==> src/rtl/line_encoder.sv <==
module line_encoder (
  input  logic       clk,
  input  logic       rst_n,
  input  logic [3:0] mode,
  input  logic       bit_in,
  input  logic       bit_valid,
  output logic       half_ph,
  output logic [1:0] z
);

  localparam logic [1:0] LZ = 2'b00;
  localparam logic [1:0] LP = 2'b01;
  localparam logic [1:0] LN = 2'b11;
  localparam logic [1:0] TZ = 2'd0;
  localparam logic [1:0] TM = 2'd1;
  localparam logic [1:0] TV = 2'd2;

  localparam logic [3:0] M_RZ   = 4'd0;
  localparam logic [3:0] M_NRZI = 4'd1;
  localparam logic [3:0] M_NRZL = 4'd2;
  localparam logic [3:0] M_MAN  = 4'd3;
  localparam logic [3:0] M_DMAN = 4'd4;
  localparam logic [3:0] M_AMI  = 4'd5;
  localparam logic [3:0] M_PST  = 4'd6;
  localparam logic [3:0] M_SUB8 = 4'd7;
  localparam logic [3:0] M_SUB4 = 4'd8;

  logic        ph;
  logic [3:0]  mode_q;
  logic [1:0]  z_q, z2_q;
  logic        pol, nrzi, dpol, hpar;
  logic [3:0]  zrun;
  logic [15:0] tline;

  logic        load, chg;
  logic        pol_e, nrzi_e, dpol_e, hpar_e;
  logic [3:0]  zrun_e;
  logic [15:0] tline_e;

  logic [1:0]  f, s;
  logic        pol_n, nrzi_n, dpol_n, hpar_n;
  logic [3:0]  zrun_n;
  logic [15:0] tline_n;
  logic        fpos, mk;
  logic [1:0]  et;

  function automatic logic [1:0] lv(input logic p);
    return p ? LP : LN;
  endfunction

  assign load    = ph;
  assign chg     = load && (mode != mode_q);
  assign pol_e   = chg ? 1'b0  : pol;
  assign nrzi_e  = chg ? 1'b0  : nrzi;
  assign dpol_e  = chg ? 1'b0  : dpol;
  assign hpar_e  = chg ? 1'b0  : hpar;
  assign zrun_e  = chg ? 4'd0  : zrun;
  assign tline_e = chg ? 16'd0 : tline;

  always_comb begin
    f = LZ; s = LZ;
    pol_n = pol_e; nrzi_n = nrzi_e; dpol_n = dpol_e; hpar_n = hpar_e;
    zrun_n = zrun_e; tline_n = tline_e;
    fpos = 1'b0; mk = 1'b0; et = TZ;
    if (bit_valid) begin
      case (mode)
        M_RZ: f = bit_in ? LP : LZ;
        M_NRZI: begin
          nrzi_n = nrzi_e ^ bit_in;
          f = nrzi_n ? LP : LZ;
          s = f;
        end
        M_NRZL: begin
          f = bit_in ? LN : LP;
          s = f;
        end
        M_MAN: begin
          f = bit_in ? LP : LN;
          s = bit_in ? LN : LP;
        end
        M_DMAN: begin
          fpos   = bit_in ? dpol_e : ~dpol_e;
          f      = lv(fpos);
          s      = lv(~fpos);
          dpol_n = ~fpos;
        end
        M_AMI, M_PST: begin
          mk = (mode == M_AMI) ? bit_in : ~bit_in;
          if (mk) begin
            pol_n = ~pol_e;
            f = lv(~pol_e);
          end
          s = f;
        end
        M_SUB8, M_SUB4: begin
          et = (mode == M_SUB8) ? tline_e[15:14] : tline_e[7:6];
          if (et == TM) begin
            pol_n = ~pol_e;
            f = lv(~pol_e);
          end else if (et == TV) begin
            f = lv(pol_e);
          end
          s = f;
          tline_n = {tline_e[13:0], bit_in ? TM : TZ};
          if (bit_in) begin
            zrun_n = 4'd0;
            hpar_n = ~hpar_e;
          end else begin
            zrun_n = zrun_e + 4'd1;
            if (mode == M_SUB8 && zrun_e == 4'd7) begin
              tline_n = {TZ, TZ, TZ, TV, TM, TZ, TV, TM};
              zrun_n  = 4'd0;
            end
            if (mode == M_SUB4 && zrun_e == 4'd3) begin
              tline_n[7:0] = hpar_e ? {TZ, TZ, TZ, TV} : {TM, TZ, TZ, TV};
              zrun_n  = 4'd0;
              hpar_n  = 1'b0;
            end
          end
        end
        default: begin
          f = LZ;
          s = LZ;
        end
      endcase
    end
  end

  always_ff @(posedge clk or negedge rst_n) begin
    if (!rst_n) begin
      ph <= 1'b0; mode_q <= 4'd0; z_q <= LZ; z2_q <= LZ;
      pol <= 1'b0; nrzi <= 1'b0; dpol <= 1'b0; hpar <= 1'b0;
      zrun <= 4'd0; tline <= 16'd0;
    end else begin
      ph <= ~ph;
      if (load) begin
        mode_q <= mode;
        z_q    <= f;
        z2_q   <= s;
        pol    <= pol_n;
        nrzi   <= nrzi_n;
        dpol   <= dpol_n;
        hpar   <= hpar_n;
        zrun   <= zrun_n;
        tline  <= tline_n;
      end else begin
        z_q <= z2_q;
      end
    end
  end

  assign half_ph = ph;
  assign z       = z_q;

  p_ph_rise_r1: assert property (@(posedge clk) disable iff (!rst_n) !ph |=> ph);
  p_ph_fall_r1: assert property (@(posedge clk) disable iff (!rst_n) ph |=> !ph);
  p_rz_tail_r2: assert property (@(posedge clk) disable iff (!rst_n)
    load && mode == M_RZ |=> ##1 (z == LZ));
  p_nrzl_full_r4: assert property (@(posedge clk) disable iff (!rst_n)
    load && bit_valid && mode == M_NRZL |=> (z != LZ) ##1 $stable(z));
  p_man_mid_r5: assert property (@(posedge clk) disable iff (!rst_n)
    load && bit_valid && mode == M_MAN |=> z[0] ##1 (z[0] && (z[1] != $past(z[1]))));
  p_rsvd_zero_r11: assert property (@(posedge clk) disable iff (!rst_n)
    load && mode > M_SUB4 |=> (z == LZ) ##1 (z == LZ));
  p_idle_zero_r12: assert property (@(posedge clk) disable iff (!rst_n)
    load && !bit_valid |=> (z == LZ) ##1 (z == LZ));

endmodule

==> config.mk <==
export PLATFORM = sky130hd
export DESIGN_NAME = line_encoder
export DESIGN_NICKNAME = d
export VERILOG_FILES = /design/src/rtl/line_encoder.sv
export SDC_FILE = /design/constraint.sdc
export NUM_CORES = 1
export LEC_CHECK = 0
export BUFFER_PORTS_ARGS = -buffer_cell sky130_fd_sc_hd__clkbuf_2
export CORE_MARGIN = 8
export CORE_UTILIZATION = 30
export CTS_BUF_LIST = sky130_fd_sc_hd__clkbuf_4 sky130_fd_sc_hd__clkbuf_8
export DETAILED_ROUTE_END_ITERATION = 12
export HOLD_SLACK_MARGIN = 0.08
export SETUP_SLACK_MARGIN = 0.1
export SLEW_MARGIN = 20
export SYNTH_ARGS = -nofsm -noshare
export SYNTH_HDL_FRONTEND = slang
export SYNTH_SLANG_ARGS = --single-unit
==> constraint.sdc <==
create_clock -name clk -period 3.3 [get_ports clk]
set_clock_uncertainty 0.15 [all_clocks]
set_input_delay 0.66 -clock clk [delete_from_list [all_inputs] [get_ports clk]]
set_output_delay 0.66 -clock clk [all_outputs]
set_load 0.1 [all_outputs]
# ---- Yosys cells after proc, flatten, opt, wreduce, memory -nomap -nowiden
# Cells that the tools add are included.
dict set report op_classes {
  n_reduce_logical 7
  n_mux 48
  n_bitwise 7
  eq_ne 13
  addsub 1
}
# cell n
set op_table {}
lappend op_table {{$mux W16} 5}
lappend op_table {{$mux W2} 13}
lappend op_table {{$mux W4} 6}
lappend op_table {{$eq A4 B3 Y1 const B} 5}
lappend op_table {{$mux W1} 19}
lappend op_table {{$pmux W2 S7} 1}
lappend op_table {{$eq A4 B2 Y1 const B} 3}
lappend op_table {{$pmux W2 S5} 1}
lappend op_table {{$mux W8} 1}
lappend op_table {{$mux W7} 1}
lappend op_table {{$not A1 Y1} 6}
lappend op_table {{$reduce_or A2 Y1} 3}
lappend op_table {{$add A4 B1 Y4 const B} 1}
lappend op_table {{$eq A4 B1 Y1 const B} 1}
lappend op_table {{$eq A4 B4 Y1 const B} 1}
lappend op_table {{$logic_not A4 Y1} 1}
lappend op_table {{$ne A4 B4 Y1} 1}
lappend op_table {{$logic_and A1 B1 Y1} 3}
lappend op_table {{$eq A2 B1 Y1 const B} 1}
lappend op_table {{$eq A2 B2 Y1 const B} 1}
lappend op_table {{$pmux W1 S2} 1}
lappend op_table {{$xor A1 B1 Y1} 1}
dict set report word_totals {
  ff_bits 33
  inputBits 8
  elab_cells 86
  out_inout_bits 3
}

# ---- Depth between registers and ports, before layout
dict set report depth {
  word_depth 10
  mapped_depth 13
  mapped_depth_nobuf 11
}

# ---- Worst setup path before layout
# OpenSTA, ideal clock, no wires.
dict set report synth_timing {
  path_kind {input-to-reg}
  from {in mode[1]}
  to {reg z_q[0], in the netlist z[0]}
  setup_time_ps 87
  arrival_ps 3230
  t_required_ps 3063
  path_buffers 2
  path_slack_ps -167
  path_stages 12
  path_cell_list {buf_4 -> xor2_1 -> nor4_1 -> buf_2 -> nor2_1 -> or2_2 -> ha_1 -> or4b_2 -> o31a_1 -> o22ai_1 -> nor3_1 -> a22oi_1}
}
dict set report synth_between {
  elab_chain_cells 10
}
# item line_no
set synth_rtl {}
lappend synth_rtl {{start, declared} 4} ;# input logic [3:0] mode,
lappend synth_rtl {{$ne A4 B4 Y1} 52} ;# assign chg = load && (mode != mode_q);
lappend synth_rtl {{$logic_and A1 B1 Y1} 52}
lappend synth_rtl {{$mux W16} 58} ;# assign tline_e = chg ? 16'd0 : tline;
lappend synth_rtl {{$mux W2} 96} ;# et = (mode == M_SUB8) ? tline_e[15:14] : tline_e[7:6];
lappend synth_rtl {{$eq A2 B2 Y1} 100} ;# end else if (et == TV) begin
lappend synth_rtl {{$mux W2} 100}
lappend synth_rtl {{$mux W2} 97} ;# if (et == TM) begin
lappend synth_rtl {{$pmux W2 S7 (*)} 66} ;# case (mode)
lappend synth_rtl {{$mux W2 (*)} 65} ;# if (bit_valid) begin
lappend synth_rtl {{$mux W2 (*)} 136} ;# if (load) begin
lappend synth_rtl {{end signal, assigned} 147} ;# z_q <= z2_q;
lappend synth_rtl {{end, declared} 30} ;# logic [1:0] z_q, z2_q;
# Every way passes the cells marked *; elsewhere a longest branch is shown, timed or not.
# A chain may end at the register's enable or synchronous reset.

# ---- Worst setup path after layout
# Same ends and word-level chain as after synthesis.

==> qor.csv <==
metric;value;unit
status;finished, final reports clean;
CP Buf/Inv Count;2;
vias in the first global route;1660;
Worst path max stage delay;0.47;ns
CTS H-Tree Depth;2;
EDFF count, synth;0;
clk sink count;33;
gr usage total;0.1051;
clock buffer depth;2;
drt pass-1 iters;4;
DRC;0;
Synth Net Count;225;
worst hold path type;in -> async;
post-cts resize count;0;
Final Hold Vio Count;0;
Syn Inst Count;213;
slew at the pin with the worst max-slew slack;0.8598;ns
io pins;11;
Die Y;99.81;microns
critical path class;in -> reg;
first-iteration detailed-routing DRC count;61;
gpl congestion;0.8811;
Mean Syn Cell Area;9.892;sq um
TritonCTS clock tree;yes;
core box area;0.006794;sq mm
slew margin rel.;0.4268;
Netlist cell types;64;
final non-filler cell total;322;
RSZ-0062 raised after global routing;no;
max frequency;340.8;MHz
fill cell count;698;
ANT nets after route;0;
hold_ws;0.3191;ns
Synth Warn #;0;
arrival time worst endpoint;2.99;ns
sequential area share after synthesis;0.3919;
setup_tns;0;ns
clk root buf;clkbuf_8;
P_leak;1.046;nW
worst vdd ir;0.2118;mV
Final Max Slew Viols;0;
first-pass GRT wire length;8.500;mm
Worst-path clk slew;0.08;ns
initial antenna violation count;0;
clock latency at the later pin of the worst-skew pair;0.29;ns
power density over cell area;342.9;mW/mm^2
crit-path cells;clkbuf_2, xor2_4, nor4_2, nor2_4, or2_4, inv_2, ha_4, or4b_4, o31a_1, o22ai_1, nor3_1, a22oi_1;
setup ws final;0.3653;ns
die area;0.009961;sq mm
per-cell routed wire length;15.14;microns
DR vias;1702;
row count;30;
Sequential Area;825.8;sq um
Multi-input gate area;0.001219;sq mm
min Tclk post-route;2.935;ns
period utilization;0.8893;
Starting Density;0.3101;
Placed Instances;314;
CP Capture Type;register;
Max Cap Viol;0;
Area Overhead vs Synth;14.55;%
chip width;99.81;microns
Via density;5.286;
hold-fix buffer count after cts;0;
final core utilization;0.3552;
share of post-route cells with drive strength above 1;0.2434;
CP Max Fanout;5;
Post-Syn Area;0.002107;sq mm
CP delay by family, top;simple AND/OR/NAND/NOR gates;
Synth Flop Type;dfrtp_1;
Post-synth ARST share;1.000;
CTS buffer count;5;
Layout Nets;237;
Startpoint Class;primary input;
pre-CTS setup slack;0.05187;ns
CP required;3.36;ns
routed wire length;4.875;mm
port bufs;10;
slowest CP cell;or4b_4;
Antenna Cells;0;
maximum number of pins on one net before global-route repair;34;
final setup vio count;0;
post-DP HPWL;3.544;mm
Congestion Overflow GR;0;
post-CTS setup buffer count;0;
Seq cells post-synth;33;
[flip-flops by register name (all words and copies together) (netlist names)]
name / count
hpar: 1
pol: 1
z: 2
tline: 16
dpol: 1
nrzi: 1
zrun: 4
half_ph: 1
z2_q: 2
mode_q: 4
[kinds of logic (layout without fill, tap and decap cells)]
| group | after synthesis | count (layout) | share of synthesized area |
|---|---|---|---|
| xor gates and xnor gates | 8 | 8 | 0.04216 |
| adders and majority gates | 4 | 4 | 0.02375 |
| muxes | 9 | 9 | 0.04513 |
| DFF | 33 | 33 | 0.3919 |
| buffers and inverters | 23 | 36 | 0.05522 |
| and+or+nand+nor | 65 | 65 | 0.1788 |
| AOI/OAI and AO/OA | 71 | 71 | 0.2631 |
[placed cells by master (no fill, tap or decap), drive strengths merged, types with 4 or more instances in the layout]
cell type  instances
xor2               5
a22o              10
nand3              4
a32o               4
mux2i              5
nor3               4
a31oi              5
nor2               7
inv                6
and2               4
dfrtp             33
clkbuf            15
o21ai             15
a21oi             10
a211oi             4
buf               12
nand2             19
mux2               4
ha                 4
[per-layer routing]
metal | wire, microns | up-vias | share of wire | GRT usage
met1 | 2355 | 838 | 0.48 | 0.1343
met5 | 0 | - | 0 | 0
met4 | 83 | 0 | 0.017 | 0.03725
li1 | - | 828 | - | -
met3 | 127 | 8 | 0.026 | 0.02284
met2 | 2309 | 28 | 0.47 | 0.1698
[final timing paths]
check / from / endpoint / slack (ns) / depth (start not counted)
worst max-delay path: mode[1] / z[0] / 0.37 / 12
worst min-delay path: rst_n / tline[15] / 0.32 / 1
worst max register to register: mode_q[1] / z[0] / 0.49 / 11
worst min register to register: tline[9] / tline[9] / 0.34 / 2
max in group asynchronous: rst_n / mode_q[3] / 2.13 / 1
min in group clk: tline[9] / tline[9] / 0.34 / 2
[power breakdown]
group	leakage, nW	switching (mW)	total [mW]	internal [mW]
sequential	0.446	0.00450	0.414	0.409
clock	0.0439	0.163	0.309	0.146
combinational	0.556	0.0684	0.105	0.0369
[area by class of cell]
| cell class | count | share of cell area |
|---|---|---|
| Multi-Input combinational cell | 157 | 0.5049 |
| Sequential cell | 33 | 0.3421 |
| Timing Repair Buffer | 22 | 0.05806 |
| Tap cell | 96 | 0.04977 |
| Clock buffer | 5 | 0.02851 |
| Inverter | 6 | 0.009331 |
| Clock inverter | 3 | 0.007258 |
[synth_stat cells, types with 3 or more instances]
| cell | number | area share |
|---|---|---|
| buf_4 | 3 | 0.011 |
| and2_1 | 3 | 0.0089 |
| a32o_1 | 4 | 0.019 |
| a22o_1 | 10 | 0.042 |
| nor4b_1 | 3 | 0.012 |
| nor2_1 | 6 | 0.011 |
| xnor2_1 | 3 | 0.012 |
| o21ai_0 | 11 | 0.026 |
| a21oi_1 | 8 | 0.019 |
| mux2i_1 | 5 | 0.024 |
| inv_1 | 6 | 0.011 |
| ha_1 | 4 | 0.024 |
| mux2_2 | 4 | 0.021 |
| clkbuf_1 | 7 | 0.012 |
| a31oi_1 | 5 | 0.015 |
| or2_2 | 3 | 0.0089 |
| a211oi_1 | 4 | 0.014 |
| nand3b_1 | 3 | 0.011 |
| dfrtp_1 | 33 | 0.39 |
| xor2_1 | 4 | 0.017 |
| nor3_1 | 4 | 0.0095 |
| nand3_1 | 4 | 0.0095 |
| nand2_1 | 19 | 0.034 |
| o21ai_1 | 3 | 0.0071 |
[metrics by stage]
| step | area (sq um) | power [mW] |
|---|---|---|
| after floorplan | 2171 | 0.4976 |
| after global placement | 2327 | 0.5260 |
| final | 2414 | 0.8276 |
| after global routing | 2414 | 0.8655 |
| after detailed placement | 2327 | 0.5276 |
| after CTS | 2414 | 0.8377 |
(Power assumes the default switching activity.)
